`src/rtl/modem_reg_pkg.sv`:
```
package modem_reg_pkg;

   localparam int CTRL_W      = 5;
   localparam int CTRL_DTR    = 0;
   localparam int CTRL_RTS    = 1;
   localparam int CTRL_OUTEN  = 3;
   localparam int CTRL_LOOP   = 4;

   localparam int STAT_DCTS   = 0;
   localparam int STAT_DDSR   = 1;
   localparam int STAT_CTS    = 4;
   localparam int STAT_DSR    = 5;
   localparam int STAT_MIN_W  = 6;

   localparam int NUM_LINES   = 2;
   localparam int LINE_CTS    = 0;
   localparam int LINE_DSR    = 1;

   typedef enum logic {
      ADDR_CTRL = 1'b0,
      ADDR_STAT = 1'b1
   } reg_addr_e;

   typedef struct packed {
      logic loop;
      logic out_en;
      logic spare;
      logic rts;
      logic dtr;
   } ctrl_t;

endpackage

```
`src/rtl/modem_sync.sv`:
```
module modem_sync #(
   parameter int   STAGES  = 2,
   parameter logic RST_VAL = 1'b1
) (
   input  logic clk_i,
   input  logic rst_ni,
   input  logic async_i,
   output logic sync_o
);

   if (STAGES < 2) begin : g_bad_stages
      $error("modem_sync: STAGES must be at least 2");
   end

   logic [STAGES-1:0] chain_q;

   for (genvar s = 0; s < STAGES; s++) begin : g_stage
      if (s == 0) begin : g_first
         always_ff @(posedge clk_i or negedge rst_ni) begin
            if (!rst_ni) chain_q[s] <= RST_VAL;
            else         chain_q[s] <= async_i;
         end
      end else begin : g_next
         always_ff @(posedge clk_i or negedge rst_ni) begin
            if (!rst_ni) chain_q[s] <= RST_VAL;
            else         chain_q[s] <= chain_q[s-1];
         end
      end
   end

   assign sync_o = chain_q[STAGES-1];

endmodule

```
`src/rtl/modem_change_track.sv`:
```
module modem_change_track (
   input  logic clk_i,
   input  logic rst_ni,
   input  logic level_i,
   input  logic clr_i,
   output logic flag_o,
   output logic change_o
);

   logic prev_q;
   logic flag_q;

   assign change_o = level_i ^ prev_q;
   assign flag_o   = flag_q;

   always_ff @(posedge clk_i or negedge rst_ni) begin
      if (!rst_ni) begin
         prev_q <= 1'b0;
         flag_q <= 1'b0;
      end else begin
         prev_q <= level_i;
         flag_q <= change_o | (flag_q & ~clr_i);
      end
   end

   AST_FLAG_ON_CHANGE: assert property (@(posedge clk_i) disable iff (!rst_ni)
      change_o |=> flag_o);
   AST_FLAG_STICKY: assert property (@(posedge clk_i) disable iff (!rst_ni)
      (flag_o && !clr_i) |=> flag_o);
   AST_FLAG_CLEARED: assert property (@(posedge clk_i) disable iff (!rst_ni)
      (clr_i && !change_o) |=> !flag_o);

endmodule

```
`src/rtl/modem_ctrl_reg.sv`:
```
module modem_ctrl_reg
   import modem_reg_pkg::*;
#(
   parameter bit REG_OUTPUTS = 1'b1
) (
   input  logic              clk_i,
   input  logic              rst_ni,
   input  logic              wr_en_i,
   input  logic [CTRL_W-1:0] wdata_i,
   output ctrl_t             ctrl_o,
   output logic              dtr_no,
   output logic              rts_no
);

   ctrl_t ctrl_q;
   ctrl_t ctrl_d;

   always_comb begin
      ctrl_d = ctrl_q;
      if (wr_en_i) ctrl_d = ctrl_t'(wdata_i);
   end

   always_ff @(posedge clk_i or negedge rst_ni) begin
      if (!rst_ni) ctrl_q <= '0;
      else         ctrl_q <= ctrl_d;
   end

   assign ctrl_o = ctrl_q;

   if (REG_OUTPUTS) begin : g_reg_out
      logic dtr_q;
      logic rts_q;
      always_ff @(posedge clk_i or negedge rst_ni) begin
         if (!rst_ni) begin
            dtr_q <= 1'b1;
            rts_q <= 1'b1;
         end else begin
            dtr_q <= ~(ctrl_d.dtr & ~ctrl_d.loop);
            rts_q <= ~(ctrl_d.rts & ~ctrl_d.loop);
         end
      end
      assign dtr_no = dtr_q;
      assign rts_no = rts_q;
   end else begin : g_comb_out
      assign dtr_no = ~(ctrl_q.dtr & ~ctrl_q.loop);
      assign rts_no = ~(ctrl_q.rts & ~ctrl_q.loop);
   end

endmodule

```
`src/rtl/modem_stat_ctrl.sv`:
```
module modem_stat_ctrl
   import modem_reg_pkg::*;
#(
   parameter int DATA_W      = 8,
   parameter int SYNC_STAGES = 2,
   parameter int NUM_EXT_REQ = 2,
   parameter bit LOOPBACK_EN = 1'b1,
   parameter bit REG_OUTPUTS = 1'b1
) (
   input  logic                   clk_i,
   input  logic                   rst_ni,
   input  logic                   reg_addr_i,
   input  logic                   reg_wr_i,
   input  logic                   reg_rd_i,
   input  logic [DATA_W-1:0]      reg_wdata_i,
   output logic [DATA_W-1:0]      reg_rdata_o,
   input  logic                   cts_ni,
   input  logic                   dsr_ni,
   input  logic                   msi_en_i,
   input  logic [NUM_EXT_REQ-1:0] ext_req_i,
   output logic                   dtr_no,
   output logic                   rts_no,
   output logic                   irq_o
);

   if (DATA_W < STAT_MIN_W || DATA_W < CTRL_W) begin : g_bad_width
      $error("modem_stat_ctrl: DATA_W too narrow for the register fields");
   end
   if (NUM_EXT_REQ < 1) begin : g_bad_req
      $error("modem_stat_ctrl: NUM_EXT_REQ must be at least 1");
   end

   localparam int HI_W = DATA_W - CTRL_W;

   ctrl_t                ctrl_q;
   logic                 ctrl_wr;
   logic                 stat_rd;
   logic [NUM_LINES-1:0] line_n;
   logic [NUM_LINES-1:0] loop_src;
   logic [NUM_LINES-1:0] line_sync_n;
   logic [NUM_LINES-1:0] shown;
   logic [NUM_LINES-1:0] flag;
   logic [NUM_LINES-1:0] change;
   logic                 msr_req;
   logic                 unused_wdata_hi;

   assign ctrl_wr = reg_wr_i && (reg_addr_i == ADDR_CTRL);
   assign stat_rd = reg_rd_i && (reg_addr_i == ADDR_STAT);
   assign unused_wdata_hi = ^reg_wdata_i[DATA_W-1:DATA_W-HI_W];

   modem_ctrl_reg #(
      .REG_OUTPUTS (REG_OUTPUTS)
   ) u_ctrl (
      .clk_i   (clk_i),
      .rst_ni  (rst_ni),
      .wr_en_i (ctrl_wr),
      .wdata_i (reg_wdata_i[CTRL_W-1:0]),
      .ctrl_o  (ctrl_q),
      .dtr_no  (dtr_no),
      .rts_no  (rts_no)
   );

   assign line_n[LINE_CTS]   = cts_ni;
   assign line_n[LINE_DSR]   = dsr_ni;
   assign loop_src[LINE_CTS] = ctrl_q.rts;
   assign loop_src[LINE_DSR] = ctrl_q.dtr;

   for (genvar l = 0; l < NUM_LINES; l++) begin : g_line
      modem_sync #(
         .STAGES  (SYNC_STAGES),
         .RST_VAL (1'b1)
      ) u_sync (
         .clk_i   (clk_i),
         .rst_ni  (rst_ni),
         .async_i (line_n[l]),
         .sync_o  (line_sync_n[l])
      );

      if (LOOPBACK_EN) begin : g_loop
         assign shown[l] = ctrl_q.loop ? loop_src[l] : ~line_sync_n[l];
      end else begin : g_direct
         logic unused_loop_src;
         assign unused_loop_src = loop_src[l];
         assign shown[l] = ~line_sync_n[l];
      end

      modem_change_track u_track (
         .clk_i    (clk_i),
         .rst_ni   (rst_ni),
         .level_i  (shown[l]),
         .clr_i    (stat_rd),
         .flag_o   (flag[l]),
         .change_o (change[l])
      );
   end

   always_comb begin
      reg_rdata_o = '0;
      if (reg_addr_i == ADDR_CTRL) begin
         reg_rdata_o[CTRL_W-1:0] = ctrl_q;
      end else begin
         reg_rdata_o[STAT_DCTS] = flag[LINE_CTS];
         reg_rdata_o[STAT_DDSR] = flag[LINE_DSR];
         reg_rdata_o[STAT_CTS]  = shown[LINE_CTS];
         reg_rdata_o[STAT_DSR]  = shown[LINE_DSR];
      end
   end

   assign msr_req = msi_en_i & (|flag);
   assign irq_o   = ctrl_q.out_en & (msr_req | (|ext_req_i));

   AST_DTR_FOLLOWS_WRITE: assert property (@(posedge clk_i) disable iff (!rst_ni)
      ctrl_wr |=> (dtr_no == !($past(reg_wdata_i[CTRL_DTR]) && !$past(reg_wdata_i[CTRL_LOOP]))));
   AST_RTS_FOLLOWS_WRITE: assert property (@(posedge clk_i) disable iff (!rst_ni)
      ctrl_wr |=> (rts_no == !($past(reg_wdata_i[CTRL_RTS]) && !$past(reg_wdata_i[CTRL_LOOP]))));
   AST_IRQ_GATED_OFF: assert property (@(posedge clk_i) disable iff (!rst_ni)
      (ctrl_wr && !reg_wdata_i[CTRL_OUTEN]) |=> !irq_o);
   AST_IRQ_SERVICED: assert property (@(posedge clk_i) disable iff (!rst_ni)
      (stat_rd && !(|change)) |=> (!irq_o || (|ext_req_i)));
   AST_LOOP_NO_EXT_FLAG: assert property (@(posedge clk_i) disable iff (!rst_ni)
      (ctrl_q.loop && !ctrl_wr && !reg_wr_i && stat_rd) |=> (flag == '0));

endmodule

```
`config.mk`:
```
export PLATFORM = sky130hd
export DESIGN_NAME = modem_stat_ctrl
export DESIGN_NICKNAME = d
export VERILOG_FILES = /design/src/rtl/modem_reg_pkg.sv /design/src/rtl/modem_sync.sv /design/src/rtl/modem_change_track.sv /design/src/rtl/modem_ctrl_reg.sv /design/src/rtl/modem_stat_ctrl.sv
export SDC_FILE = /design/constraint.sdc
export NUM_CORES = 1
export LEC_CHECK = 0
export ABC_AREA = 1
export CAP_MARGIN = 20
export CORE_MARGIN = 1
export CORE_UTILIZATION = 35
export CTS_CLUSTER_DIAMETER = 80
export DETAILED_ROUTE_END_ITERATION = 8
export GPL_ROUTABILITY_DRIVEN = 0
export PLACE_DENSITY = 0.68
export SETUP_SLACK_MARGIN = 0.3
export SYNTH_ARGS = -nofsm -noshare
export SYNTH_HDL_FRONTEND = slang
export SYNTH_HIERARCHICAL = 1
export SYNTH_SLANG_ARGS = --single-unit
```
`constraint.sdc`:
```
create_clock -name clk_i -period 2.4 [get_ports clk_i]
set_input_delay 0.48 -clock clk_i [delete_from_list [all_inputs] [get_ports clk_i]]
set_output_delay 0.48 -clock clk_i [all_outputs]
set_load 0.02 [all_outputs]
```
==> results <==
- The global router's overall resource usage is approximately 14%.
- Setup repair after global routing left no endpoint under its margin.
- The cell count after synthesis is between 80 and 90.
- In this run, post-CTS hold repair placed 0 buffers.
- The normalized max-slew margin is 55.10%.
- The endpoint required time on the critical path is approximately 1.9 ns.
- The worst hold path belongs to the class reg -> reg.
- The number of sinks on the clock net is 15.
- The worst stage delay on the critical path is between 0.4 and 0.5 ns.
- For this block, the via count after detailed routing is ~560.
- Detailed placement finished with a half-perimeter wire length of approximately 930 um.
- The setup TNS is 0 ns.
- VDD sags by at most ~0.33 mV.
- The latest clock arrival within the worst-skew pair is around 0.28 ns.
- The final max-slew violation count came to 0.
- The startpoint type of the worst setup path is an input pin.
- After clock tree synthesis, the clock-pin slew on the worst setup and hold paths is about 0.080 ns.
- The area of the die is about 0.0021 mm^2.
- The count of final hold-check violations is 0.
- The initial utilization of the core area, before any placement, comes to between 30% and 40%.
- The average wire length per cell after detail routing is 9.209 um.
- The wire length of the first global-routing pass is a little over 2 mm.
- Once the clock tree was built, the setup fixing pass inserted 0 buffers.
- The chip width is 45.82 um.
- The endpoint identified for the worst register-to-register timing path is g_line[1].u_track/flag_o.
- From synthesis to final layout, the design area changed by 41.34%.
- The first TritonRoute pass finished after 4 iterations.
- Post-CTS repair changed the size of 8 cells.
- TritonCTS created 3 clock buffers.
- The share of the clock period used by the worst path after layout is about four fifths.
- The I/O pin count is 29.
- The signal on the critical path passes through clkdlybuf4s50_1 > o21ai_1 > a21oi_1 > dlygate4sd2_1.
- In this run the critical register-to-register path is launched from u_ctrl/ctrl_o[4].
- The total number of yosys warnings is 6.
- The mapped netlist covers 671.9 um^2.
- The power after layout is 602.8 uW.
- The largest net degree at the start of global routing is 16.
- TritonCTS built the clock tree.
- The total wire length after detailed routing is around 1.2 mm.
- The worst reg2reg path depth is 7.
- In the final layout, the share of cells above drive strength 1 is between 15 and 20%.
- The number of buffer cells added on primary ports is 23.
- Following the worst setup path forward leads to its endpoint at irq_o.
- Max-cap violations in this run came to 0.
- The total power divided by cell area is 634.8 mW/mm^2.
- The critical path starts at msi_en_i.
- The category of cells accounting for the largest share of critical-path delay is buffers and inverters.
- The fmax is approximately 520 MHz.
- After routing the design area is ~950 um^2.
- The flow ran to the end, and the final reports show no timing, DRC or antenna violations.
- The via count of the first global-routing pass is 522.
- Once placement finished, the instance area stood at ~930 um^2.
- The actual slew at the worst max-slew pin is approximately 0.67 ns.
- The cell with the largest stage delay on the worst path is sky130_fd_sc_hd__clkdlybuf4s50_1.
- The post-detailed-route count of antenna-violating nets is 0.
- Counting buffers and inverters, the worst setup path is 4 cells deep.
- The residual DRC count is 0.
- The global route total overflow is 0.
- The number of buffers and inverters on the critical path is 2.
- The kind of critical path is in -> out.
- The count of endpoints failing setup in the final report is 0.
- The minimum clock period after layout is a little under 2 ns.
- The initial antenna violation count is 0.
- The total area inside the core boundary comes to approximately 0.0018 mm^2.
- The worst clock skew is between 0.006 and 0.007 ns.
- The number of core rows is 15.
- CTS built an H-tree with a depth of 1.
- The antenna cell count is 0.
- STA classifies the critical path endpoint as a primary output.
- Across all register-to-register paths, the minimum setup slack is between 1 and 1.5 ns.
- The finished layout holds 134 standard cells, fillers aside.
- The clock root buffer is sky130_fd_sc_hd__clkbuf_4.
- Of all nets on the critical path, the largest fanout is 1.
- The arrival time of data at the critical path endpoint is 1.45 ns.
- Including well taps, the total number of placed cells is 130.
- In this run, the number of DRC markers left after iteration 0 of detailed routing was 12.
- After detailed routing, the number of vias per cell comes to about 4.2.
- Measured along the y axis, the die boundary spans around 46 um.
- The leakage power figure is approximately 0.00051 uW.
- Each instance of the synthesized netlist takes up on average 8.194 um^2.
- The maximum root-to-sink buffer count is 2.
- At the end of the flow, the number of nets in the layout was between 100 and 150.
where the power goes:
part,internal (uW),total [uW],switching (uW)
combinational,69.1,155,86.0
sequential,288,308,20.0
clock,64.4,140,75.2
flip-flops by register name, indices dropped and copies added, names as in the netlist:
name	count
u_ctrl/ctrl_o	5
g_line.u_sync/sync_o	2
g_line.u_sync/chain_q	2
u_ctrl/rts_no	1
g_line.u_track/prev_q	2
u_ctrl/dtr_no	1
g_line.u_track/flag_o	2
through the flow:
step / worst slack [ns] / util, % / hold slack (ns)
2_1_floorplan: 1.020 / - / 0.1844
3_3_place_gp: 0.008503 / 52.48 / 0.3459
3_5_place_dp: 0.02619 / 52.48 / 0.3476
4_1_cts: 0.2630 / 53.55 / 0.3602
5_1_grt: 0.4122 / 53.83 / 0.3629
6_report: 0.4708 / 53.83 / 0.3588
per-layer routing:
metal | GRT usage [%] | routed length [um] | vias to the layer above
met5 | 0 | 0 | -
met1 | 16.92 | 551 | 253
li1 | - | - | 287
met3 | 3.571 | 74 | 2
met4 | 7.059 | 6 | 0
met2 | 23.43 | 601 | 19
final cells by class:
class                      instances  area (um^2)
fill                             181        814.5
inverter                          17        63.81
tap                               25        31.28
sequential                        15        382.9
multi-input combinational         48        202.7
timing repair buffer              25        242.7
clock buffer                       4        26.28
cell usage in the layout, fill, tap and decap left out, types with 3 or more instances in the layout:
| cell type | n |
|---|---|
| sky130_fd_sc_hd__clkbuf_4 | 3 |
| sky130_fd_sc_hd__dfrtp_1 | 9 |
| sky130_fd_sc_hd__dfstp_2 | 6 |
| sky130_fd_sc_hd__clkdlybuf4s15_1 | 3 |
| sky130_fd_sc_hd__nor2_1 | 4 |
| sky130_fd_sc_hd__clkdlybuf4s50_1 | 15 |
| sky130_fd_sc_hd__inv_1 | 15 |
| sky130_fd_sc_hd__nand2_1 | 33 |
| sky130_fd_sc_hd__dlygate4sd2_1 | 4 |
how the worst min path moves through the flow:
| stage | endpoint | depth (start not counted) | slack, ns | startpoint |
|---|---|---|---|---|
| floorplan | g_line[0].u_track/flag_o | 0 | 0.18 | rst_ni |
| global placement | g_line[0].u_sync/sync_o | 0 | 0.35 | g_line[0].u_sync/chain_q[0] |
| finish | g_line[1].u_sync/sync_o | 0 | 0.36 | g_line[1].u_sync/chain_q[0] |
| global route | g_line[1].u_sync/sync_o | 0 | 0.36 | g_line[1].u_sync/chain_q[0] |
| CTS | g_line[1].u_sync/sync_o | 0 | 0.36 | g_line[1].u_sync/chain_q[0] |
| detailed placement | g_line[1].u_sync/sync_o | 0 | 0.35 | g_line[1].u_sync/chain_q[0] |
Power figures use the tool's default switching activity.
